[src/rtl/fwd_pkg.sv]
package fwd_pkg;

  typedef enum logic {
    FWD_ARMED   = 1'b0,
    FWD_TRIPPED = 1'b1
  } fwd_mode_e;

endpackage

[src/rtl/fwd_strobe_edge.sv]
module fwd_strobe_edge #(
  parameter int SYNC_STAGES = 2
) (
  input  logic clk_i,
  input  logic rst_i,
  input  logic strobe_i,
  output logic fall_o
);

  logic [SYNC_STAGES-1:0] sync_q;
  logic                   last_q;

  always_ff @(posedge clk_i) begin
    if (rst_i) sync_q[0] <= 1'b0;
    else       sync_q[0] <= strobe_i;
  end

  for (genvar g = 1; g < SYNC_STAGES; g++) begin : g_sync
    always_ff @(posedge clk_i) begin
      if (rst_i) sync_q[g] <= 1'b0;
      else       sync_q[g] <= sync_q[g-1];
    end
  end

  always_ff @(posedge clk_i) begin
    if (rst_i) last_q <= 1'b0;
    else       last_q <= sync_q[SYNC_STAGES-1];
  end

  assign fall_o = last_q & ~sync_q[SYNC_STAGES-1];

endmodule

[src/rtl/fwd_service_decode.sv]
module fwd_service_decode #(
  parameter int              ADDR_W   = 8,
  parameter int              DATA_W   = 8,
  parameter int              KEY_W    = 5,
  parameter logic [ADDR_W-1:0] SVC_ADDR = 8'h11,
  parameter logic [KEY_W-1:0]  SVC_KEY  = 5'b01010
) (
  input  logic              wr_en_i,
  input  logic [ADDR_W-1:0] wr_addr_i,
  input  logic [DATA_W-1:0] wr_data_i,
  output logic              svc_o
);

  localparam logic [DATA_W-1:0] KEY_MASK = DATA_W'((1 << KEY_W) - 1);
  localparam logic [DATA_W-1:0] KEY_FULL = DATA_W'(SVC_KEY);

  logic addr_hit;
  logic key_hit;

  always_comb begin
    addr_hit = (wr_addr_i == SVC_ADDR);
    key_hit  = (((wr_data_i ^ KEY_FULL) & KEY_MASK) == '0);
    svc_o    = wr_en_i & addr_hit & key_hit;
  end

endmodule

[src/rtl/fwd_interval.sv]
module fwd_interval #(
  parameter int TERM_COUNT = 4096,
  parameter int CNT_W      = $clog2(TERM_COUNT)
) (
  input  logic             clk_i,
  input  logic             rst_i,
  input  logic             tick_i,
  input  logic             restart_i,
  output logic             expire_o,
  output logic [CNT_W-1:0] cnt_o
);

  localparam logic [CNT_W-1:0] LAST = CNT_W'(TERM_COUNT - 1);

  logic [CNT_W-1:0] cnt_q;

  always_ff @(posedge clk_i) begin
    if (rst_i || restart_i) begin
      cnt_q <= '0;
    end else if (tick_i) begin
      if (cnt_q == LAST) cnt_q <= '0;
      else               cnt_q <= cnt_q + 1'b1;
    end
  end

  assign expire_o = tick_i & ~restart_i & (cnt_q == LAST);
  assign cnt_o    = cnt_q;

endmodule

[src/rtl/frame_watchdog.sv]
module frame_watchdog
  import fwd_pkg::*;
#(
  parameter int              TERM_COUNT  = 4096,
  parameter int              SYNC_STAGES = 2,
  parameter int              ADDR_W      = 8,
  parameter int              DATA_W      = 8,
  parameter int              KEY_W       = 5,
  parameter logic [ADDR_W-1:0] SVC_ADDR  = 8'h11,
  parameter logic [KEY_W-1:0]  SVC_KEY   = 5'b01010
) (
  input  logic              clk_i,
  input  logic              por_i,
  input  logic              strobe_i,
  input  logic              wr_en_i,
  input  logic [ADDR_W-1:0] wr_addr_i,
  input  logic [DATA_W-1:0] wr_data_i,
  output logic              wd_o
);

  localparam int CNT_W = $clog2(TERM_COUNT);

  logic             tick_w;
  logic             svc_w;
  logic             expire_w;
  logic [CNT_W-1:0] cnt_w;
  fwd_mode_e        mode_q;
  logic             wd_q;

  fwd_strobe_edge #(
    .SYNC_STAGES(SYNC_STAGES)
  ) u_edge (
    .clk_i   (clk_i),
    .rst_i   (por_i),
    .strobe_i(strobe_i),
    .fall_o  (tick_w)
  );

  fwd_service_decode #(
    .ADDR_W  (ADDR_W),
    .DATA_W  (DATA_W),
    .KEY_W   (KEY_W),
    .SVC_ADDR(SVC_ADDR),
    .SVC_KEY (SVC_KEY)
  ) u_dec (
    .wr_en_i  (wr_en_i),
    .wr_addr_i(wr_addr_i),
    .wr_data_i(wr_data_i),
    .svc_o    (svc_w)
  );

  fwd_interval #(
    .TERM_COUNT(TERM_COUNT),
    .CNT_W     (CNT_W)
  ) u_int (
    .clk_i    (clk_i),
    .rst_i    (por_i),
    .tick_i   (tick_w),
    .restart_i(svc_w),
    .expire_o (expire_w),
    .cnt_o    (cnt_w)
  );

  always_ff @(posedge clk_i) begin
    if (por_i) begin
      mode_q <= FWD_ARMED;
      wd_q   <= 1'b1;
    end else if (svc_w) begin
      mode_q <= FWD_ARMED;
      wd_q   <= 1'b0;
    end else if (expire_w) begin
      mode_q <= FWD_TRIPPED;
      wd_q   <= (mode_q == FWD_ARMED) ? 1'b1 : ~wd_q;
    end else if (mode_q == FWD_ARMED) begin
      wd_q   <= 1'b0;
    end
  end

  assign wd_o = wd_q;

endmodule

[config.mk]
export PLATFORM = sky130hd
export DESIGN_NAME = frame_watchdog
export DESIGN_NICKNAME = d
export VERILOG_FILES = /design/src/rtl/fwd_pkg.sv /design/src/rtl/fwd_strobe_edge.sv /design/src/rtl/fwd_service_decode.sv /design/src/rtl/fwd_interval.sv /design/src/rtl/frame_watchdog.sv
export SDC_FILE = /design/constraint.sdc
export NUM_CORES = 1
export LEC_CHECK = 0
export BUFFER_PORTS_ARGS = -buffer_cell sky130_fd_sc_hd__buf_2
export CELL_PAD_IN_SITES_DETAIL_PLACEMENT = 0
export CELL_PAD_IN_SITES_GLOBAL_PLACEMENT = 1
export CORE_ASPECT_RATIO = 1.2
export CORE_UTILIZATION = 34
export CTS_BUF_LIST = sky130_fd_sc_hd__clkbuf_16
export DETAILED_ROUTE_END_ITERATION = 12
export HOLD_SLACK_MARGIN = 0.1
export PLACE_DENSITY_LB_ADDON = 0.1
export SLEW_MARGIN = 10
export SYNTH_ARGS = -nofsm -noshare
export SYNTH_HDL_FRONTEND = slang
export SYNTH_SLANG_ARGS = --single-unit
[constraint.sdc]
create_clock -name clk_i -period 4.2 [get_ports clk_i]
set_input_delay 0.21 -clock clk_i [delete_from_list [all_inputs] [get_ports clk_i]]
set_output_delay 0.21 -clock clk_i [all_outputs]
set_load 0.02 [all_outputs]
After elaboration in Yosys (flattened, before gate mapping)
Cells that the tools add are included.

Register bits: 17. Bits of input ports: 20. Output and inout port bits: 1. Logic and storage cells: 27.

Add/subtract/negate cells: 1. Eq/ne operators: 3. Muxes and demuxes: 5. Bitwise gates (word level): 9. Reduce and logical (&&, ||, !) cells: 3.

Operators by type and width (number): adder 12 x 1 -> 12 bit, second input constant (1); equality test 12 bit, second input constant (1); two-way mux 12 bit (1); equality test 8 x 5 -> 1 bit, second input constant (1); zero test 8 bit (1); bitwise AND 1 bit (5); two-way mux 1 bit (4); != test 3 x 2 -> 1 bit, second input constant (1); inverter 1 bit (3); inverter 2 bit (1); OR reduction 2 bit (1); logical OR 1 bit (1).

Logic depth before layout (Yosys ltp)
Gate-level depths: netlist (run 1).

Word-level depth: 8. Mapped depth: 6.

Modules after synthesis
A second synthesis (run 1) with hierarchy kept.

Cells, all modules: 82. Area, all modules: 772.0 um2.

Modules (own cells, without submodules): fwd_interval (times used 1, cells each 62, area an instance 548.0 um2); fwd_strobe_edge (times used 1, cells each 7, area an instance 87.6 um2); frame_watchdog (times used 1, cells each 8, area an instance 81.3 um2); fwd_service_decode (times used 1, cells each 5, area an instance 55.1 um2).

Worst setup path before layout (run 1)
No wires, ideal clock.

Path type: reg-to-reg. Start: register u_int.cnt_q[1] (netlist: u_int.cnt_o[1]). End: register wd_q (netlist: wd_o). Library setup time: 0.114 ns. Data arrival time: 1.368 ns. Setup slack: 2.718 ns. Stages on the path, launching flop included: 7. Buffers on the path: 1. Period minus slack after synthesis: 1.482 ns. Path through: dfxtp_1 ha_1 and4b_1 buf_2 nand4_4 xor2_1 a21o_1.

Longest elaborated chain between the ends: 4. Elaborated cells between the ends (all ways): 5. Classes of those cells: 2 x eq/ne; 2 x mux; 1 x bitwise.

Ends and longest elaborated chain: start, declared (RTL line fwd_interval.sv:15) `logic [CNT_W-1:0] cnt_q;`; start signal, assigned (RTL line fwd_interval.sv:22) `else cnt_q <= cnt_q + 1'b1;`; equality test 12 bit (*) (RTL line fwd_interval.sv:26) `assign expire_o = tick_i & ~restart_i & (cnt_q == LAST);`; bitwise AND 1 bit (*) (RTL line fwd_interval.sv:26); two-way mux 1 bit (RTL line frame_watchdog.sv:71) `end else if (expire_w) begin`; two-way mux 1 bit (RTL line frame_watchdog.sv:68) `end else if (svc_w) begin`; end signal, assigned (RTL line frame_watchdog.sv:73) `wd_q <= (mode_q == FWD_ARMED) ? 1'b1 : ~wd_q;`; end, declared (RTL line frame_watchdog.sv:28) `logic wd_q;`.

Mark *: on every way between the ends. The rest lies on a longest branch, timed or not. A chain may end at the register's enable or synchronous reset.

Final worst setup path (run 1)
Ends and elaborated chain as after synthesis.

==> metrics list, run 1 <==
- During placement, the flow inserted port buffers numbering 17.
* Top delay family on crit path: simple AND/OR/NAND/NOR gates
* Drt first pass iters: 3
* DR iter-0 viols: 7
* Cell chain of the critical path: ha_1 -> and4b_1 -> nand4_4 -> xor2_1 -> a21o_1
* Post-synthesis instance area: 790 um^2
- Slowest library cell on the worst path: sky130_fd_sc_hd__dfxtp_1
- Max-slew headroom: 70.6%
* Final critical-path required period: 1.70 ns
- Proportion of power drawn by combinational gates: 4.4%
- The run finished with clean final reports.
- Yosys warning count: 0
* Hold-fix buffer count after cts: 0
* Async SR Flop Fraction: 0%
- Class of the tightest hold or removal check: in2reg
* Place WS: 2.51 ns
- Peak clock frequency supported by timing: 0.588 GHz
- Number of CTS-inserted buffers: 3
* CP Capture Type: flip-flop
* Combined global-route utilization of all metal layers: 14.1%
- The average instance in the mapped netlist occupies 9.87 um^2.
- Type of the worst setup path: reg2reg
- Required time at the endpoint of the critical path: 4.34 ns
- Remaining global-route overflow: 0
* Clock Root Buffer: sky130_fd_sc_hd__clkbuf_16
- Initial standard-cell utilization of the core: 37.3%
* Fin Clk Skew: 0.00208 ns
- Number of antenna violations at the first check in global routing: 0
- Register bit total from synthesis: 17
- Worst Setup Start Kind: flip-flop
* Post-synthesis net count: 101
- Max-cap check violation count: 0
- Skew-Pair Late Insertion Delay: 0.25 ns
- Sum of negative setup slack: 0 ns
* Final HPWL from detailed placement: 1040 um
- Final standard cell count with taps included and fillers excluded: 128
- Area growth from synthesis to final layout: 22.0%
- 0 antenna diodes ended up in the layout.
- Leakage dissipation: 0.409 nW
* Die footprint: 0.00252 mm^2
- After detailed routing, the number of remaining DRC violations is 0.
- The count of final hold-check violations is 0.
- Horizontal die dimension: 46.0 um
- Per report_power, the sequential group accounts for 45.1% of the total.
- Total number of vias: 621
- At the pin with the least slew margin, the transition time is 0.435 ns.
* Critical path arrival: 1.84 ns
- Count of buffer and inverter cells on the critical path: 0
- CTS tree: yes
- Placed cell count: 124
* Number of different library cells in the post-synthesis netlist: 26
- Setup repair bufs after CTS: 0
- Post-CTS Resized: 0
* Sw Pwr: 0.0000661 W
- Cells after synthesis: 80
- Power spread over the standard cell area amounts to 379 mW/mm^2.
- Sequential area share after synthesis: 43.1%
* Peak per-stage delay on the critical path: 0.44 ns
* Final-report max-slew violation count: 0
- Smallest setup slack after layout: 2.50 ns
- Counting every sink on the clock net gives 17.
- Measured on the finished design, the core utilization comes to 45.5%.
- In the synthesized netlist the dominant register cell turns out to be sky130_fd_sc_hd__dfxtp_1.
* Nets: 120
- Of the cells placed in the final design, the portion with a size suffix greater than 1 is 24.5%.
- Internal: 0.000299 W
* Clock input transition at the sequential cells of the worst setup and hold paths: 0.05 ns
- The die is 54.8 um tall.
* Power share of the clock group: 50.5%
- Endpoints failing setup: 0
- Setup repair after global routing left no endpoint under its margin.
- Number of enable-type register cells in the synthesized netlist: 0
* Maximum fanout along the worst path: 7
- The congestion estimate from routability-driven global placement came to 0.694.
* Via count of the first global-routing pass: 605
* Buffer levels on the longest clock path: 2
- Once detail routing completed, the nets flagged for antenna violations numbered 0.
- Worst IR drop on VDD: 0.000224 V
- In this run the number of H-tree levels came out at 1.
* Num ports: 21
* Largest net degree at the start of global routing: 10
- Net Sw Frac: 18.1%
* Average via count per standard cell: 4.85
- Wires add up to 1390 um.
* Row cnt: 18
- In the final routed layout, each cell accounts on average for 10.9 um.
- Area of the core region: 0.00212 mm^2
- Global-route wire length before repair: 2420 um
* Period utilisation layout: 40.5%
[kinds of logic after synthesis]
group / share of synthesized area, %
AO/OA/AOI/OAI: 7.45
XOR/XNOR: 12.2
adder cells (fa/ha/maj): 1.58
buffers and inverters: 3.96
flip-flops: 43.1
AND/OR/NAND/NOR: 31.7
[power groups by stage]
| stage | Combinational, W | Sequential, W | Clock [W] |
|---|---|---|---|
| after detailed placement | 0.0000162 | 0.000168 | 0 |
| after global routing | 0.0000178 | 0.000165 | 0.000195 |
| after global placement | 0.0000161 | 0.000168 | 0 |
| after floorplan | 0.00000733 | 0.000168 | 0 |
| after CTS | 0.0000163 | 0.000165 | 0.000190 |
| final | 0.0000160 | 0.000165 | 0.000184 |
[metal layers]
layer	share of wire, %	vias to the layer above	GRT usage (%)
li1	-	317	-
met1	44	279	15.5
met2	48	20	22.8
met3	3.5	5	2.97
met4	3.5	0	11.8
met5	0	-	0
[worst reg2reg max path: stages (launching register included)]
cell                      delay, ns
sky130_fd_sc_hd__dfxtp_1       0.44
sky130_fd_sc_hd__ha_1          0.24
sky130_fd_sc_hd__and4b_1       0.40
sky130_fd_sc_hd__nand4_4       0.16
sky130_fd_sc_hd__xor2_1        0.19
sky130_fd_sc_hd__a21o_1        0.17
[synthesized netlist by cell type (all sizes together), types with 3 or more instances]
library cell  instances  area share [%]
xor2                 10              11
buf                   3             3.5
dfxtp                17              43
nand4                 6             6.7
nand2b                3             2.7
nor2                 10             4.8
nor2b                 5             4.0
nand2                 5             2.4
[flip-flops by register name, summed over array words and instances, names as in the netlist]
| register | flops |
|---|---|
| u_edge.last_q | 1 |
| mode_q | 1 |
| u_edge.sync_q | 2 |
| u_int.cnt_o | 12 |
| wd_o | 1 |
[worst paths after layout]
| kind | slack (ns) | startpoint | depth (start not counted) | to |
|---|---|---|---|---|
| hold / removal | 0.17 | strobe_i | 2 | u_edge.sync_q[0] |
| setup / recovery | 2.50 | u_int.cnt_o[1] | 5 | wd_o |
| hold reg to reg | 0.44 | u_edge.sync_q[0] | 1 | u_edge.sync_q[1] |
| setup reg to reg | 2.50 | u_int.cnt_o[1] | 5 | wd_o |
[layout by cell type, fill, tap and decap left out, types with 2 or more instances in the layout]
cell                        instances
sky130_fd_sc_hd__a21oi_1            2
sky130_fd_sc_hd__a41o_1             2
sky130_fd_sc_hd__and4_1             2
sky130_fd_sc_hd__and4b_1            2
sky130_fd_sc_hd__buf_2             17
sky130_fd_sc_hd__clkbuf_16          3
sky130_fd_sc_hd__dfxtp_1           17
sky130_fd_sc_hd__inv_1              2
sky130_fd_sc_hd__nand2_1            5
sky130_fd_sc_hd__nand2b_1           2
sky130_fd_sc_hd__nand3_1            2
sky130_fd_sc_hd__nand4_1            5
sky130_fd_sc_hd__nor2_1            10
sky130_fd_sc_hd__nor2b_1            5
sky130_fd_sc_hd__nor4bb_1           2
sky130_fd_sc_hd__xor2_1            10
[stage by stage]
stage                     total power [W]  hold slack (ns)  instance area, um^2
final                            0.000365            0.173                  963
after global routing             0.000378            0.193                  963
after CTS                        0.000371            0.170                  963
after detailed placement         0.000184            0.427                  885
after global placement           0.000184            0.418                  885
after floorplan                  0.000176            0.282                  790
[layout make-up]
class,count,area (um^2)
sequential,17,340
tap,30,37.5
clock inverter,1,3.75
multi-input combinational,59,418
clock buffer,3,75.1
timing repair buffer,17,85.1
fill,237,1150
inverter,1,3.75
No activity file was read; power rests on OpenSTA's default activity.
==> inputs of run 2 (changes only) <==
==> constraint.sdc (replaced) <==
create_clock -name clk_i -period 1.7 [get_ports clk_i]
set_input_delay 0.085 -clock clk_i [delete_from_list [all_inputs] [get_ports clk_i]]
set_output_delay 0.085 -clock clk_i [all_outputs]
set_load 0.02 [all_outputs]
==> metrics list, run 2 (same netlist as run 1, synthesis figures left out) <==
- The proportion of power drawn by combinational gates is 5.1% (was 4.4%).
* Remaining global-route overflow: 0 (unchanged)
* Area of the core region: 0.00212 mm^2 (unchanged)
* Number of fill cells in the layout: 223 (was 237)
- The layout overhead on the synthesized area is 27.7% (was 22.0%).
- Endpoints failing setup: 0 (unchanged)
- CTS tree: yes (unchanged)
- The half-perimeter wire length after detailed placement is 1050 um (was 1040 um).
* Layer with the highest usage: met2 (unchanged)
- The maximum fanout encountered on the critical timing path is 6 (was 7).
* Initial standard-cell utilization of the core: 37.3% (unchanged)
- The count of placed standard cells in the final layout, fillers left out came to 133 (was 128).
- The maximum vdd ir drop is 0.000548 V (was 0.000224 V).
* Max-cap check violation count: 0 (unchanged)
* Worst Setup Start Kind: flip-flop (unchanged)
- The via density per instance is 4.79 (was 4.85).
- The share of layout cells above drive strength 1 was 25.2% (was 24.5%).
* Skew-Pair Late Insertion Delay: 0.25 ns (about the same)
- Hold Violations, Final: 0 (unchanged)
- The number of clock buffers inserted by TritonCTS came to 3 (unchanged).
- The routability congestion estimate came to 0.696 (was 0.694).
- Leakage dissipation: 0.433 nW (was 0.409 nW)
- The type of element capturing the critical path was a flip-flop (unchanged).
* Horizontal die dimension: 46.0 um (unchanged)
* Status: finished clean (unchanged)
- Critical path arrival: 1.72 ns (was 1.84 ns)
- Most frequent cells in the layout: sky130_fd_sc_hd__buf_2 (17), sky130_fd_sc_hd__dfxtp_1 (17), sky130_fd_sc_hd__nor2_1 (10), sky130_fd_sc_hd__xor2_1 (10) (unchanged).
* Num ports: 21 (unchanged)
- PD cells: 909 mW/mm^2 (was 379 mW/mm^2)
* Class of the tightest hold or removal check: in2reg (unchanged)
* Die footprint: 0.00252 mm^2 (unchanged)
- The wire length per cell is 10.5 um (was 10.9 um).
- The number of antenna repair diodes was 0 (unchanged).
- The number of levels in the clock H-tree was 1 (unchanged).
- The placed cell count is 126 (was 124).
* Clock input transition at the sequential cells of the worst setup and hold paths: 0.05 ns (about the same)
- The violation count after the first detailed-routing iteration came to 3 (was 7).
- The initial antenna violation count is 0 (unchanged).
* Total wire length after detailed routing: 1400 um (was 1390 um)
- The switching part of the total power came to 18.7% (was 18.1%).
* Chip height: 54.8 um (unchanged)
- The number of clock sinks seen by CTS is 17 (unchanged).
- Type of the worst setup path: reg2reg (unchanged)
* Max FFs per register: 12 (unchanged)
* Non-Filler Cell Area, Final: 0.00101 mm^2 (was 963 um^2)
- Post-detailed-route count of antenna-violating nets: 0 (unchanged)
- Via count of the first global-routing pass: 629 (was 605)
- The share of total power in the clock network is 50.6% (was 50.5%).
* Final critical-path required period: 1.57 ns (was 1.70 ns)
- Unrepaired setup endpoints after global routing: false (unchanged)
- The placed cell area was 900 um^2 (was 885 um^2).
* Drt first pass iters: 4 (was 3)
- The total internal power is 0.000745 W (was 0.000299 W).
* Sum of negative setup slack: 0 ns (unchanged)
- Smallest setup slack after layout: 0.126 ns (was 2.50 ns)
- Peak clock frequency supported by timing: 0.635 GHz (was 0.588 GHz)
* Fraction of met1 tracks used by global routing: 15.3% (was 15.5%)
* Max-slew headroom: 76.3% (was 70.6%)
* Place WS: 0.141 ns (was 2.51 ns)
- Nets: 125 (was 120)
- The post-CTS setup repair buffer count is 0 (unchanged).
* Transition time at the pin with the least slew margin: 0.351 ns (was 0.435 ns)
- GR Layer Usage met2: 24.2% (was 22.8%)
* Sequential fraction of design power: 44.4% (was 45.1%)
- Number of buffers added on ports: 17 (unchanged)
* Total number of vias: 637 (was 621)
- The root cell of the clock tree is sky130_fd_sc_hd__clkbuf_16 (unchanged).
- The number of buffers between clock root and the deepest sink is 2 (unchanged).
- The data required time at the worst endpoint was 1.85 ns (was 4.34 ns).
- The met3 routing resource usage after global routing is 2.97% (unchanged).
- The row count is 18 (unchanged).
- Largest net degree at the start of global routing: 10 (unchanged)
- Sw Pwr: 0.000172 W (was 0.0000661 W)
- Global-route wire length before repair: 2460 um (was 2420 um)
* Final-report max-slew violation count: 0 (unchanged)
- Period utilisation layout: 92.6% (was 40.5%)
- The combined global-route utilization of all metal layers came to 14.4% (was 14.1%).
* Power Total: 0.000917 W (was 0.000365 W)
- The count of unresolved DRC violations after routing is 0 (unchanged).
* Fin Clk Skew: 0.00219 ns (was 0.00208 ns)
run 2: cell types whose count changed in the layout (fill, tap and decap cells not counted), sizes merged:
cell / previous run / this run
dlygate4sd3: 0 / 3
buf: 17 / 19
run 2: final cells by class:
cell class              instances  area, um^2  share of cell area, %
multi-input cells              59         418                   41.4
flip-flops and latches         17         340                   33.7
repair buffers                 22         130                   12.9
clock buffers                   3        75.1                   7.44
well taps                      30        37.5                   3.72
clock inverters                 1        3.75                  0.372
inverters                       1        3.75                  0.372
run 2: worst paths after layout:
kind	from	slack, ns	end	depth (start not counted)
max	u_int.cnt_o[0]	0.13	wd_o	5
min reg2reg	u_edge.sync_q[0]	0.45	u_edge.sync_q[1]	1
min	wr_addr_i[1]	0.14	wd_o	4
max reg2reg	u_int.cnt_o[0]	0.13	wd_o	5
run 2: worst max-delay path, stage by stage (launching register included):
cell and delay, ns:
sky130_fd_sc_hd__dfxtp_1 0.36, sky130_fd_sc_hd__ha_1 0.20, sky130_fd_sc_hd__and4b_1 0.40, sky130_fd_sc_hd__nand4_4 0.16, sky130_fd_sc_hd__xor2_1 0.18, sky130_fd_sc_hd__a21o_1 0.17
run 2: layer usage:
metal  part of all wire (%)  up-vias
met5                      0        -
met4                    3.5        0
met3                    4.4        5
met2                     48       20
met1                     44      286
li1                       -      326
run 2: power groups by stage:
| stage | sequential (W) | clock [W] | combinational (W) |
|---|---|---|---|
| 5_1_grt | 0.000407 | 0.000489 | 0.0000519 |
| 2_1_floorplan | 0.000416 | 0 | 0.0000181 |
| 4_1_cts | 0.000407 | 0.000476 | 0.0000472 |
| 3_3_place_gp | 0.000415 | 0 | 0.0000421 |
| 6_report | 0.000407 | 0.000464 | 0.0000464 |
| 3_5_place_dp | 0.000415 | 0 | 0.0000421 |
run 2: what timing repair did:
action / 4_1_cts / 5_1_grt
gates resized for setup: 0 / 0
endpoints found under the hold margin: 4 / 0
hold buffers: 3 / 0
run 2: metrics by stage:
stage               util, %  hold slack [ns]
floorplan                 -            0.157
global placement       42.5            0.302
detailed placement     42.5            0.303
CTS                    47.6            0.138
global route           47.6            0.179
finish                 47.6            0.137
